===== src/rtl/dacwr_ctrl.sv =====
module dacwr_ctrl #(
  parameter int HALF_DIV  = 3,
  parameter int GAP_CYC   = 4,
  parameter int BYTE_GAP  = 8,
  parameter bit BYTE_MODE = 1'b0,
  parameter bit IDLE_LOW  = 1'b0
) (
  input  logic        clk,
  input  logic        rst_n,
  input  logic        req_valid,
  output logic        req_ready,
  input  logic [15:0] req_code,
  input  logic [1:0]  req_mode,
  output logic        sync_n,
  output logic        sclk,
  output logic        sdo,
  output logic        done
);
  localparam int FRAME_BITS = 24;
  localparam int PAD_BITS   = FRAME_BITS - 18;
  localparam int MAX_HG     = (HALF_DIV > GAP_CYC) ? HALF_DIV : GAP_CYC;
  localparam int CNT_MAX    = (MAX_HG > BYTE_GAP) ? MAX_HG : BYTE_GAP;
  localparam int CW         = $clog2(CNT_MAX + 1);

  typedef enum logic [2:0] {S_IDLE, S_GAP, S_LEAD, S_HI, S_LO, S_PAUSE, S_END} st_t;

  st_t                   st;
  logic [CW-1:0]         cnt, lim;
  logic [4:0]            nbit;
  logic [FRAME_BITS-1:0] sr;
  logic                  tick;

  always_comb begin
    case (st)
      S_GAP:   lim = CW'(GAP_CYC - 1);
      S_PAUSE: lim = CW'(BYTE_GAP - 1);
      default: lim = CW'(HALF_DIV - 1);
    endcase
  end

  assign tick      = (cnt == lim);
  assign req_ready = (st == S_IDLE);
  assign sdo       = sr[FRAME_BITS-1] & ~sync_n;

  always_ff @(posedge clk) begin
    if (!rst_n) begin
      st     <= S_IDLE;
      cnt    <= '0;
      nbit   <= '0;
      sr     <= '0;
      sync_n <= ~IDLE_LOW;
      sclk   <= 1'b0;
      done   <= 1'b0;
    end else begin
      done <= 1'b0;
      if (st == S_IDLE || st == S_END || tick) cnt <= '0;
      else cnt <= cnt + 1'b1;
      case (st)
        S_IDLE:
          if (req_valid) begin
            sr   <= {{PAD_BITS{1'b0}}, req_mode, req_code};
            nbit <= '0;
            if (IDLE_LOW) begin
              st     <= S_GAP;
              sync_n <= 1'b1;
            end else begin
              st     <= S_LEAD;
              sync_n <= 1'b0;
            end
          end
        S_GAP:
          if (tick) begin
            if (IDLE_LOW) begin
              st     <= S_LEAD;
              sync_n <= 1'b0;
            end else begin
              st <= S_IDLE;
            end
          end
        S_LEAD:
          if (tick) begin
            sclk <= 1'b1;
            st   <= S_HI;
          end
        S_HI:
          if (tick) begin
            sclk <= 1'b0;
            nbit <= nbit + 1'b1;
            if (nbit == 5'(FRAME_BITS - 1)) st <= S_END;
            else if (BYTE_MODE && nbit[2:0] == 3'd7) st <= S_PAUSE;
            else st <= S_LO;
          end
        S_LO:
          if (tick) begin
            sclk <= 1'b1;
            sr   <= sr << 1;
            st   <= S_HI;
          end
        S_PAUSE:
          if (tick) begin
            sr <= sr << 1;
            st <= S_LEAD;
          end
        S_END: begin
          done <= 1'b1;
          if (IDLE_LOW) begin
            st <= S_IDLE;
          end else begin
            sync_n <= 1'b1;
            st     <= S_GAP;
          end
        end
        default: st <= S_IDLE;
      endcase
    end
  end
endmodule


===== config.mk =====
export PLATFORM = sky130hd
export DESIGN_NAME = dacwr_ctrl
export DESIGN_NICKNAME = d
export VERILOG_FILES = /design/src/rtl/dacwr_ctrl.sv
export SDC_FILE = /design/constraint.sdc
export NUM_CORES = 1
export LEC_CHECK = 0
export BUFFER_PORTS_ARGS = -buffer_cell sky130_fd_sc_hd__buf_2
export CORE_ASPECT_RATIO = 1.5
export CORE_UTILIZATION = 51
export DETAILED_ROUTE_END_ITERATION = 16
export GPL_ROUTABILITY_DRIVEN = 0
export PLACE_DENSITY_LB_ADDON = 0.2
export SLEW_MARGIN = 20
export SYNTH_ARGS = -nofsm -noshare
export SYNTH_HDL_FRONTEND = slang
export SYNTH_SLANG_ARGS = --single-unit

===== constraint.sdc =====
create_clock -name clk -period 1.5 [get_ports clk]
set_input_delay 0.075 -clock clk [delete_from_list [all_inputs] [get_ports clk]]
set_output_delay 0.075 -clock clk [all_outputs]
set_load 0.01 [all_outputs]

==> flow_summary.yaml, run 1 <==
critical_path:
  crit_required_ns: 1.74
  start_kind: "flip-flop"
  path_max_fanout: 4
  worstPathArrival_ns: 1.79
  end_kind: "flip-flop"
  worstSetupPathType: "flip-flop to flip-flop"
synth:
  synth_flop_cell: "dfxtp_1"
  syn_area_sq_mm: 0.00196
  synth_cell_types: 46
  syn-num-nets: 265
  netlist_instances: 242
  yosys_register_bits: 39
  avgSynthCellArea_sq_um: 8.10
  synth_edf_count: 0
  yosysWarningCount: 0
  synth.yosys.seq_area_share_pct: 39.8
  synthArstFlopShare_pct: 0
clocking:
  cts_sinks: 39
  cts_buffer_depth: 2
  clkLatencyLatePin_ns: 0.29
  clk_root_buffer_cell: "clkbuf_8"
  cts_hold_buf: 0
  clk_pin_slew_worst_paths_ns: 0.07
  cts_tree: "done"
  cts_buffers: 5
  htree_levels: 2
drt:
  drtAntennaViolNets: 0
  wire_per_inst_microns: 15.1
  drt_iter0_drc: 60
  drc: 0
  dr.pass1.iters: 4
  vias: 1981
  avgViaCountPerCell: 5.83
  routed_wirelength_microns: 5140
placement:
  pre_cts_ws_ns: -0.260
  io_buffers: 25
  dp_hpwl_microns: 3370
timing:
  slew_headroom_pct: 72.9
  maxSlewViolCount: 0
  clock_skew_ns: 0.00366
  period_needed_ns: 1.56
  fmax_mhz: 642
  finalHoldViolCount: 0
  fin_crit_sh_pct: 104
  setup_ws_ns: -0.0566
  tightestPinTransition_ns: 0.406
  rsz0062_at_grt: "true"
  finalSetupViolCount: 4
run:
  maxCapViolCount: 0
outcome:
  violations: "setup timing"
  outcome: "complete, but fails checks"
global_route:
  antenna_found_initial: 0
  grt_pass1_wl_microns: 8390
  grtUsageTotal_pct: 27.5
  overflow: 0
  grt_pass1_vias: 1924
  grt_max_degree: 24
die:
  row_count: 27
  coreArea_sq_mm: 0.00368
  dieHeight_microns: 77.9
  boundaryPins: 26
  die-area_sq_mm: 0.00410
  start_util_pct: 53.2
  fp.dieW_microns: 52.6
layout:
  antennaDiodeCount: 0
  final_util_pct: 73.0
  final_common_cell: "nand2_1"
  nets: 319
  layout-drive-gt1-share_pct: 41.1
  most-common-layout-cells: "42 x nand2_1, 34 x buf_4, 32 x dfxtp_1"
  area_delta_synth_final_pct: 37.0
pwr:
  p_leak_nw: 1.07
  irDropWorstVdd_mv: 0.880
  power_density_mw_per_mm2: 892
  p_total_mw: 2.40
worst_hold_path:
  hold_class: "input port to flip-flop"
## per-stage QoR
| step | instance area, sq um | setup TNS (ns) | hold WS, ns | cells |
|---|---|---|---|---|
| final | 2690 | -0.155 | 0.0392 | 340 |
| after global routing | 2690 | -1.02 | 0.0425 | 340 |
| after CTS | 2610 | -0.604 | 0.0360 | 337 |
| after detailed placement | 2310 | -5.58 | 0.351 | 324 |
| after global placement | 2310 | -4.65 | 0.342 | 324 |
| after floorplan | 1980 | -0.135 | 0.151 | 242 |
## cells in the mapped netlist, types with 4 or more instances
| library cell | number | share of area [%] |
|---|---|---|
| nor2_2 | 4 | 1.3 |
| buf_2 | 8 | 2.0 |
| inv_1 | 6 | 1.1 |
| o21ai_0 | 17 | 4.3 |
| nor2_1 | 12 | 2.3 |
| nand2_1 | 42 | 8.0 |
| nand4_1 | 6 | 1.9 |
| nand3_1 | 6 | 1.5 |
| clkbuf_1 | 6 | 1.1 |
| a311oi_1 | 17 | 7.6 |
| a21oi_1 | 29 | 7.4 |
| dfxtp_1 | 39 | 40 |
## critical path: stages, from the launching register on
cell     delay, ns
dfxtp_2       0.35
or4b_4        0.58
or2_1         0.25
mux2_2        0.27
nor2_2        0.07
## cell type report
cell class	count	area [sq um]
sequential	39	792
timing repair buffer	66	494
clock inverter	1	5.00
clock buffer	7	76.3
fill	295	996
tap	43	53.8
multi-input combinational	177	1240
inverter	7	26.3
## final timing paths
| path | from | slack (ns) | end | cells after the start |
|---|---|---|---|---|
| max | cnt[0] | -0.06 | nbit[0] | 4 |
| min | req_code[5] | 0.04 | sr[5] | 3 |
| max reg2reg | cnt[0] | -0.06 | nbit[0] | 4 |
| min reg2reg | sr[18] | 0.48 | sr[19] | 2 |
## per-layer routing
metal  routed length, microns  global-route usage [%]  part of all wire, %
met4                      156                    12.9                  3.0
met1                     2080                    28.8                   40
met3                      164                    4.71                  3.2
met5                        0                       0                    0
met2                     2740                    50.0                   53
## logic make-up after synthesis
group / Yosys count / share of synthesized area [%]
multiplexers: 1 / 0.574
AO/OA/AOI/OAI: 75 / 25.1
buffers and inverters: 26 / 6.83
AND/OR/NAND/NOR: 93 / 23.3
adder cells (fa/ha/maj): 3 / 1.79
flip-flops: 39 / 39.8
XOR/XNOR: 5 / 2.62
## registers in the layout, indices dropped and copies added, names as in the netlist
signal  flops
cnt         4
done        1
nbit        5
sclk        1
sr         24
st          3
sync_n      1
## what timing repair did
action	CTS	global route
pin swaps	27	16
gates resized for setup	37	16
setup buffers	4	5
gates cloned	1	0
setup endpoints to repair	34	33
## power breakdown
| group | switching (mW) | internal, mW |
|---|---|---|
| logic | 0.280 | 0.280 |
| registers | 0.0538 | 1.10 |
| clock network | 0.360 | 0.326 |
| total | 0.693 | 1.70 |
Power figures use the tool's default switching activity.
==> run 2: changes to the inputs <==
--- a/config.mk
+++ b/config.mk
@@ -5,10 +5,10 @@
 export SDC_FILE = /design/constraint.sdc
 export NUM_CORES = 1
 export LEC_CHECK = 0
-export BUFFER_PORTS_ARGS = -buffer_cell sky130_fd_sc_hd__buf_2
 export CORE_ASPECT_RATIO = 1.5
-export CORE_UTILIZATION = 51
+export CORE_UTILIZATION = 56
 export DETAILED_ROUTE_END_ITERATION = 16
+export DONT_BUFFER_PORTS = 1
 export GPL_ROUTABILITY_DRIVEN = 0
 export PLACE_DENSITY_LB_ADDON = 0.2
 export SLEW_MARGIN = 20
==> run 2 against run 1 <==
- the flow still finishes with violations (setup timing)
- clock skew grew 0.0067 ns
- cell count down 0.88%
- combinational power rose by 7.3%
- register-to-register slack got worse by 0.06 ns
- first-iteration DRC count grew 62%
- worst hold slack improved by 0.010 ns
- via count up 4.8%
- core utilization up 12 points
- power rose by 2.8%
- setup slack got worse by 0.063 ns
- die area down 8.7%
==> flow_summary.yaml, run 2 (same netlist as run 1, synthesis figures left out) <==
critical_path:
  end_kind: "flip-flop"
  r2r.worst_path.cells: 6
  crit_required_ns: 1.69
  rrSetupSlack_ns: -0.12
  critPathSlowestCell: "dfxtp_4"
  timing.rr.end: "sr[14]"
  cp.buffers_inverters: 2
  reg2reg_from: "cnt[0]"
  crit_family: "compound AO/OA/AOI/OAI gates"
  start_kind: "flip-flop"
  path_max_fanout: 7
  worstPathArrival_ns: 1.81
  crit_chain: "buf_6, xnor2_4, a22o_4, clkbuf_16, a21oi_2, a311oi_1"
  max_stage_delay_ns: 0.37
  worstSetupPathType: "flip-flop to flip-flop"
clocking:
  htree_levels: 2
  cts_sinks: 39
  clkLatencyLatePin_ns: 0.30
  clk_root_buffer_cell: "clkbuf_8"
  cts_tree: "done"
  cts_buffer_depth: 2
  cts_buffers: 5
  clk_pin_slew_worst_paths_ns: 0.08
timing:
  hold-worst-slack_ns: 0.0495
  finalSetupTns_ns: -1.35
  fmax_mhz: 617
  rsz0062_at_grt: "true"
  clock_skew_ns: 0.0104
  finalSetupViolCount: 24
  slew_headroom_pct: 72.8
  period_needed_ns: 1.62
  fin_crit_sh_pct: 108
  finalHoldViolCount: 0
  maxSlewViolCount: 0
  tightestPinTransition_ns: 0.405
  setup_ws_ns: -0.120
placement:
  dpl.cell_count: 301
  dp_hpwl_microns: 3240
  io_buffers: 0
  place_area_sq_mm: 0.00221
global_route:
  overflow: 0
  grt_pass1_vias: 1858
  grtUsageTotal_pct: 29.6
  grt_pass1_wl_microns: 8360
  antenna_found_initial: 0
  grt_max_degree: 27
layout:
  most-common-layout-cells: "42 x nand2_1, 33 x dfxtp_1, 33 x buf_4"
  final_util_pct: 85.4
  fin_cells: 337
  area_delta_synth_final_pct: 47.4
  largest_registers: "sr x24, nbit x5, cnt x4"
  top_register: "sr"
  nets: 317
  largest_register_ffs: 24
  design_area_sq_mm: 0.00289
  final_common_cell: "nand2_1"
  antennaDiodeCount: 0
  layout-drive-gt1-share_pct: 36.9
die:
  boundaryPins: 26
  start_util_pct: 58.0
  fp.dieW_microns: 50.3
  coreArea_sq_mm: 0.00338
  dieHeight_microns: 74.5
  die-area_sq_mm: 0.00375
  row_count: 26
worst_hold_path:
  hold_depth: 2
  hold_path_startpoint: "rst_n"
  min_to: "sclk"
  hold_class: "input port to flip-flop"
drt:
  wire_per_inst_microns: 18.6
  drt_iter0_drc: 97
  dr.pass1.iters: 4
  routed_wirelength_microns: 6270
  drtAntennaViolNets: 0
  vias: 2076
  avgViaCountPerCell: 6.16
  drc: 0
run:
  maxCapViolCount: 0
pwr:
  power_density_mw_per_mm2: 852
  p_leak_nw: 1.09
  irDropWorstVdd_mv: 0.905
outcome:
  outcome: "complete, but fails checks"
  violations: "setup timing"
-- run 2: cell count changes in the layout (fill, tap and decap cells not counted), sizes merged --
cell,change
buf,-23
clkbuf,-1
clkinv,+1
clkinvlp,+1
dlygate4sd3,+20
-- run 2: timing repair --
item | CTS | global route
hold buffers | 20 | 1
endpoints found under the setup margin | 34 | 36
setup buffers | 2 | 5
gates resized for setup | 26 | 53
endpoints found under the hold margin | 27 | 1
pin swaps | 6 | 34
gates cloned | 1 | 1
-- run 2: area by class of cell --
| cell class | instances | area, sq um |
|---|---|---|
| Sequential cell | 39 | 801 |
| Multi-Input combinational cell | 177 | 1290 |
| Inverter | 7 | 30.0 |
| Fill cell | 178 | 493 |
| Clock buffer | 5 | 68.8 |
| Timing Repair Buffer | 64 | 628 |
| Tap cell | 42 | 52.6 |
| Clock inverter | 3 | 15.0 |
-- run 2: report_power, final --
| group | internal (mW) | total [mW] | switching [mW] | leakage [nW] |
|---|---|---|---|---|
| Clock | 0.318 | 0.706 | 0.388 | 0.0477 |
| Sequential | 1.09 | 1.16 | 0.0628 | 0.323 |
| Combinational | 0.305 | 0.601 | 0.296 | 0.720 |
-- run 2: worst max path at each step --
stage / start / end / slack, ns / cells past startpoint
floorplan: cnt[0] / nbit[0] / -0.06 / 5
global placement: cnt[2] / sr[5] / -0.26 / 6
detailed placement: cnt[2] / sr[11] / -0.33 / 6
CTS: cnt[2] / sr[11] / -0.07 / 7
global route: st[2] / sr[11] / -0.22 / 6
finish: cnt[0] / sr[14] / -0.12 / 6
-- run 2: through the flow --
stage	worst slack, ns	total power, mW
floorplan	-0.0593	1.42
global placement	-0.256	1.53
detailed placement	-0.327	1.54
CTS	-0.0691	2.33
global route	-0.216	2.56
finish	-0.120	2.46
-- run 2: routing by layer --
metal | up-vias | track usage (%) | part of all wire (%)
met3 | 20 | 5.32 | 3.6
met4 | 0 | 12.3 | 2.7
met1 | 1006 | 31.6 | 37
li1 | 981 | - | -
met5 | - | 0 | 0
met2 | 69 | 56.3 | 57
==> run 3: changes to the inputs <==
--- a/config.mk
+++ b/config.mk
@@ -5,8 +5,9 @@
 export SDC_FILE = /design/constraint.sdc
 export NUM_CORES = 1
 export LEC_CHECK = 0
+export ABC_AREA = 1
 export CORE_ASPECT_RATIO = 1.5
-export CORE_UTILIZATION = 56
+export CORE_UTILIZATION = 60
 export DETAILED_ROUTE_END_ITERATION = 16
 export DONT_BUFFER_PORTS = 1
 export GPL_ROUTABILITY_DRIVEN = 0
==> constraint.sdc (replaced) <==
create_clock -name clk -period 1.55 [get_ports clk]
set_input_delay 0.0775 -clock clk [delete_from_list [all_inputs] [get_ports clk]]
set_output_delay 0.0775 -clock clk [all_outputs]
set_load 0.01 [all_outputs]
==> run 3 against run 2 <==
- via count shrank 12%
- clock skew down 0.0044 ns
- setup slack better by 0.19 ns
- sequential power about the same
- largest cell class unchanged
- final area shrank 24%
- critical path type unchanged
- count of clock-buffer cells in the layout grew 1
- clock power rose by 14%
- worst hold slack worse by 0.15 ns
- the flow finishes with violations (hold timing)
- combinational power decreased by 22%
==> flow_summary.yaml, run 3 <==
outcome:
  outcome: "complete, but fails checks"
  violations: "hold timing"
timing:
  fin_crit_sh_pct: 95.2
  clock_skew_ns: 0.00593
  finalHoldViolCount: 27
  period_needed_ns: 1.48
  hold-worst-slack_ns: -0.0996
  tightestPinTransition_ns: 0.270
  rsz0062_at_grt: "false"
  finalSetupTns_ns: 0
  fmax_mhz: 678
  setup_ws_ns: 0.0741
  finalSetupViolCount: 0
  maxSlewViolCount: 0
  slew_headroom_pct: 82.0
drt:
  drtAntennaViolNets: 0
  wire_per_inst_microns: 10.8
  dr.pass1.iters: 4
  drt_iter0_drc: 46
  drc: 0
  avgViaCountPerCell: 5.12
  vias: 1822
  routed_wirelength_microns: 3860
critical_path:
  crit_family: "buffers and inverters"
  critPathSlowestCell: "dlygate4sd3_1"
  worstPathArrival_ns: 1.66
  cp.buffers_inverters: 3
  crit_chain: "inv_1, nand3_1, nand2_1, inv_1, dlygate4sd3_1, nand2_1"
  worstSetupPathType: "flip-flop to flip-flop"
  start_kind: "flip-flop"
  crit_required_ns: 1.74
  path_max_fanout: 8
  max_stage_delay_ns: 0.55
  end_kind: "flip-flop"
synth:
  synth_cell_types: 29
  synth.yosys.seq_area_share_pct: 38.1
  avgSynthCellArea_sq_um: 6.56
  netlist_instances: 312
  synth_flop_cell: "dfxtp_1"
  yosys_register_bits: 39
  synthTopCellsByCount: "77 x nand2_1, 56 x nor2_1, 39 x dfxtp_1"
  synth_area_leaders: "dfxtp_1 38%, nand2_1 14%, nor2_1 10%, nand3_1 7.3%, inv_1 6.4%"
  yosysMostFrequentCell: "nand2_1"
  syn-num-nets: 335
  syn_area_sq_mm: 0.00205
  synth_top_area_share_pct: 38.1
  yosysWarningCount: 0
  synthArstFlopShare_pct: 0
  synth_edf_count: 0
  yosysTopAreaCell: "dfxtp_1"
layout:
  layout-drive-gt1-share_pct: 12.7
  top_register: "sr"
  most-common-layout-cells: "77 x nand2_1, 56 x nor2_1, 36 x dfxtp_1"
  largest_registers: "sr x24, nbit x5, cnt x4"
  antennaDiodeCount: 0
  largest_register_ffs: 24
  nets: 339
  final_common_cell: "nand2_1"
  design_area_sq_mm: 0.00221
  area_delta_synth_final_pct: 7.88
die:
  boundaryPins: 26
  fp.dieW_microns: 49.7
  row_count: 25
  dieHeight_microns: 73.6
  start_util_pct: 64.2
  coreArea_sq_mm: 0.00319
  die-area_sq_mm: 0.00366
global_route:
  grt_pass1_wl_microns: 6470
  antenna_found_initial: 0
  overflow: 0
  grtUsageTotal_pct: 23.2
  grt_max_degree: 34
  grt_pass1_vias: 1591
pwr:
  p_total_mw: 2.44
  power_density_mw_per_mm2: 1110
  p_leak_nw: 1.02
  irDropWorstVdd_mv: 0.862
placement:
  io_buffers: 0
  pre_cts_ws_ns: 0.0651
  place_area_sq_mm: 0.00207
  dp_hpwl_microns: 2630
clocking:
  cts_tree: "done"
  htree_levels: 2
  cts_buffers: 5
  clk_pin_slew_worst_paths_ns: 0.07
  postCtsSetupBuffers: 0
  cts_buffer_depth: 2
  clkLatencyLatePin_ns: 0.29
  cts_sinks: 39
  clk_root_buffer_cell: "clkbuf_8"
run:
  maxCapViolCount: 0
worst_hold_path:
  hold_class: "input port to flip-flop"
[run 3: cell count changes after synthesis, sizes merged, moves of 3 or more]
cell	before	now
nor2	16	67
nand2	42	82
inv	6	38
nand3	6	33
a21oi	29	6
a311oi	17	0
buf	13	8
nor2b	5	0
nand4	6	2
o21ai	17	21
a31oi	3	0
and3	3	0
[run 3: worst paths after layout]
kind	startpoint	to	cells past startpoint	slack, ns
hold / removal	rst_n	st[0]	2	-0.1
hold reg to reg	cnt[0]	cnt[0]	1	0.47
setup / recovery	st[0]	sync_n	6	0.07
setup reg to reg	st[0]	sync_n	6	0.07
[run 3: per-layer routing]
| metal | wire length (microns) | track usage [%] | vias up |
|---|---|---|---|
| met2 | 1900 | 40.8 | 37 |
| met4 | 100 | 12.7 | 0 |
| li1 | - | - | 968 |
| met5 | 0 | 0 | - |
| met1 | 1720 | 25.1 | 809 |
| met3 | 143 | 5.80 | 8 |
[run 3: area by class of cell]
class / instances / area [sq um]
tap: 40 / 50.0
sequential: 39 / 785
multi-input combinational: 222 / 1040
timing repair buffer: 10 / 82.6
clock buffer: 6 / 72.6
inverter: 38 / 145
fill: 297 / 981
clock inverter: 1 / 30.0
[run 3: repair_timing]
item,CTS,global route
setup endpoints to repair,0,29
hold buffers,2,1
resized for setup,0,3
endpoints found under the hold margin,29,28
[run 3: kinds of logic after synthesis]
family | share of synthesized area, %
AND/OR/NAND/NOR | 41.7
buffers and inverters | 10.9
flip-flops | 38.1
AO/OA/AOI/OAI | 6.78
XOR/XNOR | 1.28
adder cells (fa/ha/maj) | 1.22
[run 3: report_power, final]
part	switching [mW]	total, mW	internal (mW)
Sequential	0.0574	1.16	1.11
Combinational	0.287	0.470	0.183
Clock	0.336	0.808	0.472
Total	0.681	2.44	1.76
[run 3: per-stage QoR]
step	cells	util, %	hold slack [ns]
5_1_grt	356	69.3	-0.103
2_1_floorplan	312	-	0.236
4_1_cts	355	68.8	-0.103
6_report	356	69.3	-0.0996
3_3_place_gp	346	65.0	0.204
3_5_place_dp	346	65.0	0.205
